$ cat src/rtl/ltc_pkg.sv
package ltc_pkg;
   typedef enum logic [1:0] {
      DIR_NONE = 2'd0,
      DIR_UP   = 2'd1,
      DIR_DOWN = 2'd2
   } dir_e;

   localparam logic [1:0] RSN_PASS  = 2'd0;
   localparam logic [1:0] RSN_TREND = 2'd1;
   localparam logic [1:0] RSN_STEP  = 2'd2;
endpackage

$ cat src/rtl/ltc_pair_eval.sv
module ltc_pair_eval
   import ltc_pkg::*;
#(
   parameter int DELAY_W    = 6,
   parameter int LIMIT_W    = 4,
   parameter bit STEP_CHECK = 1'b1
) (
   input  logic               clk,
   input  logic               rst_n,
   input  logic               accept,
   input  logic               first,
   input  logic [DELAY_W-1:0] cur,
   input  logic               trend_off,
   input  logic [LIMIT_W-1:0] limit,
   output logic               trend_bad,
   output logic               step_bad
);
   logic [DELAY_W-1:0] prev;
   dir_e               dir;
   logic               rising;
   logic               falling;
   logic [DELAY_W-1:0] diff;
   logic               pair_ok;

   assign rising  = cur > prev;
   assign falling = cur < prev;
   assign diff    = rising ? (cur - prev) : (prev - cur);
   assign pair_ok = accept && !first;

   assign trend_bad = pair_ok && !trend_off &&
                      (((dir == DIR_UP) && falling) || ((dir == DIR_DOWN) && rising));

   generate
      if (STEP_CHECK) begin : g_step
         assign step_bad = pair_ok && (limit != '0) && (diff > DELAY_W'(limit));
      end else begin : g_no_step
         assign step_bad = 1'b0;
      end
   endgenerate

   always_ff @(posedge clk) begin
      if (!rst_n) begin
         prev <= '0;
         dir  <= DIR_NONE;
      end else if (accept) begin
         prev <= cur;
         if (first) begin
            dir <= DIR_NONE;
         end else if (dir == DIR_NONE) begin
            dir <= rising ? DIR_UP : (falling ? DIR_DOWN : DIR_NONE);
         end
      end
   end


   dir_lock_chk: assert property (@(posedge clk) disable iff (!rst_n)
      ((dir != DIR_NONE) && !(accept && first)) |=> (dir == $past(dir)));

   dir_legal_chk: assert property (@(posedge clk) disable iff (!rst_n)
      dir != 2'd3);
endmodule

$ cat config.mk
export PLATFORM = sky130hd
export DESIGN_NAME = ltc_pair_eval
export DESIGN_NICKNAME = d
export VERILOG_FILES = /design/src/rtl/ltc_pkg.sv /design/src/rtl/ltc_pair_eval.sv
export SDC_FILE = /design/constraint.sdc
export NUM_CORES = 1
export LEC_CHECK = 0
export BUFFER_PORTS_ARGS = -buffer_cell sky130_fd_sc_hd__buf_2
export CORE_MARGIN = 2
export CORE_UTILIZATION = 55
export DETAILED_ROUTE_END_ITERATION = 10
export PLACE_DENSITY = 0.89
export REMOVE_ABC_BUFFERS = 1
export SYNTH_ARGS = -nofsm -noshare
export SYNTH_HDL_FRONTEND = slang
export SYNTH_SLANG_ARGS = --single-unit
$ cat constraint.sdc
create_clock -name clk -period 4.1 [get_ports clk]
set_input_delay 0.41 -clock clk [delete_from_list [all_inputs] [get_ports clk]]
set_output_delay 0.41 -clock clk [all_outputs]
set_load 0.05 [all_outputs]
== After elaboration in Yosys (flattened, before gate mapping) ==
Index checks and enable logic that the tools add are counted.

* Logic and storage cells: 28
* Output and inout port bits: 2
* Input port bits: 15
* Register bits after elaboration: 8

* Reductions and logical operators: 14
* Eq/ne operators: 2
* Add/sub/neg operators: 2
* Mux-type cells: 5
* Magnitude comparators: 3

{| class="wikitable"
|+ Operator list
! cell !! count
|-
| $sub 6x6->6 || 2
|-
| $mux 2 || 4
|-
| $logic_and 1x1->1 || 7
|-
| $gt 6x4->1 || 1
|-
| $gt 6x6->1 || 1
|-
| $lt 6x6->1 || 1
|-
| $mux 6 || 1
|-
| $reduce_bool 4->1 || 1
|-
| $eq 2x1->1 const B || 1
|-
| $eq 2x2->1 const B || 1
|-
| $logic_not 1->1 || 2
|-
| $logic_not 2->1 || 1
|-
| $reduce_and 2->1 || 1
|-
| $reduce_bool 2->1 || 1
|-
| $logic_or 1x1->1 || 1
|}

== Logic depth before layout (Yosys ltp) ==
* Word-level depth: 5
* Mapped depth: 16
* Depth with buffers taken out: 16

== Worst setup path before layout ==
No wires, ideal clock.

* Path kind: in2out
* Start point: in cur[0]
* End point: out step_bad
* Required time: 3690 ps
* Cell stages on the path: 16
* Setup slack: -71 ps
* Path buffers: 0
* Arrival time: 3761 ps
* Cells stage by stage: inv_1 -> ha_1 -> inv_1 -> fa_1 -> a211oi_2 -> nor3b_2 -> nor3_4 -> nor2_4 -> mux2_2 -> ha_1 -> nor2b_1 -> o21ai_0 -> nand2b_1 -> a21oi_1 -> a41o_1 -> a211oi_1

* Word-level cells in the longest chain between the ends: 4
* Elaborated cells on any way between the ends: 6
* Those cells by class: add/sub: 2; order compare: 2; mux: 1; reduce/logical: 1

{| class="wikitable"
|+ Ends and longest elaborated chain
! element !! line !! text
|-
| from (decl) || ltc_pair_eval.sv:12 || <nowiki>input logic [DELAY_W-1:0] cur,</nowiki>
|-
| $sub 6x6->6 or $gt 6x6->1 (tied branches) || ltc_pair_eval.sv:27, ltc_pair_eval.sv:25 ||
|-
| $mux 6 (*) || ltc_pair_eval.sv:27 || <nowiki>assign diff = rising ? (cur - prev) : (prev - cur);</nowiki>
|-
| $gt 6x4->1 (*) || ltc_pair_eval.sv:35 || <nowiki>assign step_bad = pair_ok && (limit != '0) && (diff > DELAY_W'(limit));</nowiki>
|-
| $logic_and 1x1->1 (*) || ltc_pair_eval.sv:35 ||
|-
| to (decl) || ltc_pair_eval.sv:16 || <nowiki>output logic step_bad</nowiki>
|}

Every way passes the cells marked *; elsewhere a longest branch is shown, timed or not.

== Worst setup path in the final report ==
* Start point: reg prev[0]
* End point: out step_bad

* Word-level cells in the longest chain between the ends: 4
* Elaborated cells on any way between the ends: 6
* Those cells by class: add/sub: 2; order compare: 2; mux: 1; reduce/logical: 1

{| class="wikitable"
|+ Ends and longest elaborated chain
! element !! line !! text
|-
| from (decl) || ltc_pair_eval.sv:18 || <nowiki>logic [DELAY_W-1:0] prev;</nowiki>
|-
| from (signal assigned) || ltc_pair_eval.sv:46 || <nowiki>prev <= cur;</nowiki>
|-
| $sub 6x6->6 or $gt 6x6->1 (tied branches) || ltc_pair_eval.sv:27, ltc_pair_eval.sv:25 ||
|-
| $mux 6 (*) || ltc_pair_eval.sv:27 ||
|-
| $gt 6x4->1 (*) || ltc_pair_eval.sv:35 ||
|-
| $logic_and 1x1->1 (*) || ltc_pair_eval.sv:35 ||
|}

Marks and branches as above.

==> flow_summary.toml <==
[global_route]
grt_pass1_vias = 761
grt_usage = 0.204
overflow = 0
antenna_found_initial = 0
grt_pass1_wl_um = 3140
grt_max_degree = 11

[die]
die_x_um = 46.5
coreArea_um2 = 1710
pin_count = 17
initial_core_util = 0.581
die_area_um2 = 2160
die_h_um = 46.5
std_cell_rows = 15

[placement]
hpwlAfterDp_um = 1490
port_buffers = 16
place_congestion = 0.837

[clocking]
clk_pin_slew_ps = 60
post_cts_buffers = 0
clk_latency_ps = 260
clock_sinks = 8
cts_buffer_depth = 2
cts.repair.resized = 0
root_buffer = "clkbuf_4"
cts_max_level = 1
cts_buffers = 3
postCtsHoldBufs = 0
cts_tree = "done"

[synthesis]
synth_area_leaders = "ha_1 19%, dfxtp_1 16%, mux2i_1 8.1%, inv_1 6.8%, nor2b_1 5.0%"
async_reset_ff_frac = 0
ys_types = 34
synth_seq_cells = 8
netlist_area_um2 = 992
synth_area_per_cell_um2 = 8.13
synth_top_area_share = 0.189
ys_seq_area_frac = 0.161
yosysMostFrequentCell = "inv_1"
syn_inst = 122
synth_edf_count = 0
synth_top_cell_by_area = "ha_1"
synth_ff_type = "dfxtp_1"
synth_common_cells = "18 x inv_1, 15 x ha_1, 10 x nor2_1"
yosysWarningCount = 0

[run]
drv_cap = 0

[critical_path]
start_kind = "flip-flop"
r2r_cells = 9
cp_max_fo = 6
cp-end-kind = "primary output"
r2r-end = "dir[0]"
worstSetupPathType = "reg -> out"
crit_start = "prev[0]"
cp.required_ps = 3690
arrival_ps = 3420
rrSetupSlack_ps = 2180
r2r-start = "prev[0]"

[layout]
final-seq-area_um2 = 160
drive_gt1_frac = 0.204
fin_util = 0.645
multiInputGateArea_um2 = 739
n_fill_cell = 148
syn_to_final_growth_pct = 11.0
antenna_cells = 0
final_nets = 171

[detailed_routing]
routed_wirelength_um = 1770
num_vias = 848
wl_per_cell_um = 10.9
via_per_inst = 5.23
drtAntennaViolNets = 0
drc_errors = 0
first_pass_iters = 4
first_iter_violations = 25

[timing]
fmax_mhz = 261
setup_viol = 0
tns_ps = 0
fin_skew_ps = 1.67
slew_violations = 0
tightest_slew_ps = 311
fin_crit_sh = 0.934
hold_slack_ps = 433
slew-limit-headroom = 0.792
period_minus_slack_ps = 3830
rsz0062_at_grt = "false"
hold_violations = 0

[power_and_ir_drop]
p_leak_nw = 0.529
p_comb_frac = 0.483
switchingPower_w = 0.000108
finalPower_w = 0.000290
p_seq_frac = 0.299
powerDensity_nw_per_um2 = 263
clockPowerShare = 0.218
ir_worst_vdd_uv = 180
power.internal_w = 0.000182
p_sw_frac = 0.372

[worst_hold_path]
holdPathEnd = "prev[5]"
hp-class = "in -> reg"
whs_path_depth = 3
hp-start = "cur[5]"

[outcome]
outcome = "completed"
[power by group through the flow]
stage	Combinational (W)	Clock, W	Sequential (W)
finish	0.000140	0.0000632	0.0000865
global route	0.000159	0.0000699	0.0000873
CTS	0.000140	0.0000662	0.0000865
detailed placement	0.000139	0	0.0000883
global placement	0.000135	0	0.0000879
floorplan	0.000109	0	0.0000875
[registers in the layout, summed over array words and instances, names as in the netlist]
register  count
dir           2
prev          6
[cells by family (layout without fill, tap and decap cells)]
kind of cell	count (synthesis)	count (layout)	share of synthesized area
AND/OR/NAND/NOR	39	39	0.226
AO/OA/AOI/OAI	24	24	0.171
buffers and inverters	22	37	0.0933
adder cells (fa/ha/maj)	17	17	0.230
multiplexers	9	9	0.0921
flip-flops	8	8	0.161
XOR/XNOR	3	3	0.0265
[area by class of cell]
cell class              count  share of cell area
inverters                  18              0.0614
clock buffers               3              0.0205
well taps                  25              0.0284
multi-input cells          92               0.672
flip-flops and latches      8               0.145
repair buffers             16              0.0727
[metal layers]
metal	global-route usage	wire length, um	up-vias
met3	0.0353	59	2
met2	0.333	841	20
li1	-	-	446
met1	0.267	841	380
met4	0.0686	25	0
met5	0	0	-
[layout by cell type, fill, tap and decap left out, types with 2 or more instances in the layout]
master / n
a211oi_2: 2
a21o_1: 2
a21oi_1: 5
a31oi_1: 2
buf_2: 16
clkbuf_4: 3
dfxtp_1: 8
fa_1: 2
ha_1: 15
inv_1: 18
mux2i_1: 8
nand2_1: 6
nand2b_1: 3
nand3_1: 4
nor2_1: 10
nor2b_1: 8
o21a_1: 2
o21ai_0: 3
o22ai_1: 4
xnor2_1: 3
[through the flow]
step,instance area (um2),setup WS [ps],std cells
global route,1100,44.8,162
detailed placement,1080,292,159
finish,1100,271,162
global placement,1080,370,159
floorplan,967,-71.1,118
CTS,1100,247,162
[worst max-delay path: stages (launching register included)]
cell	delay, ps
dfxtp_1	340
ha_1	170
inv_1	50
fa_1	390
a211oi_2	270
nor3b_2	120
nor3_4	150
nor2_4	80
mux2_2	290
ha_1	290
nor2b_1	120
o21ai_0	70
nand2b_1	70
a21oi_1	60
a41o_1	200
a211oi_1	180
buf_2	290
[worst max path at each step]
stage / end / cells after the start
after global routing: step_bad / 16
after global placement: step_bad / 18
after detailed placement: step_bad / 18
final: step_bad / 16
after floorplan: step_bad / 16
after CTS: step_bad / 16
Note: power is estimated with default switching activity, not from simulation.
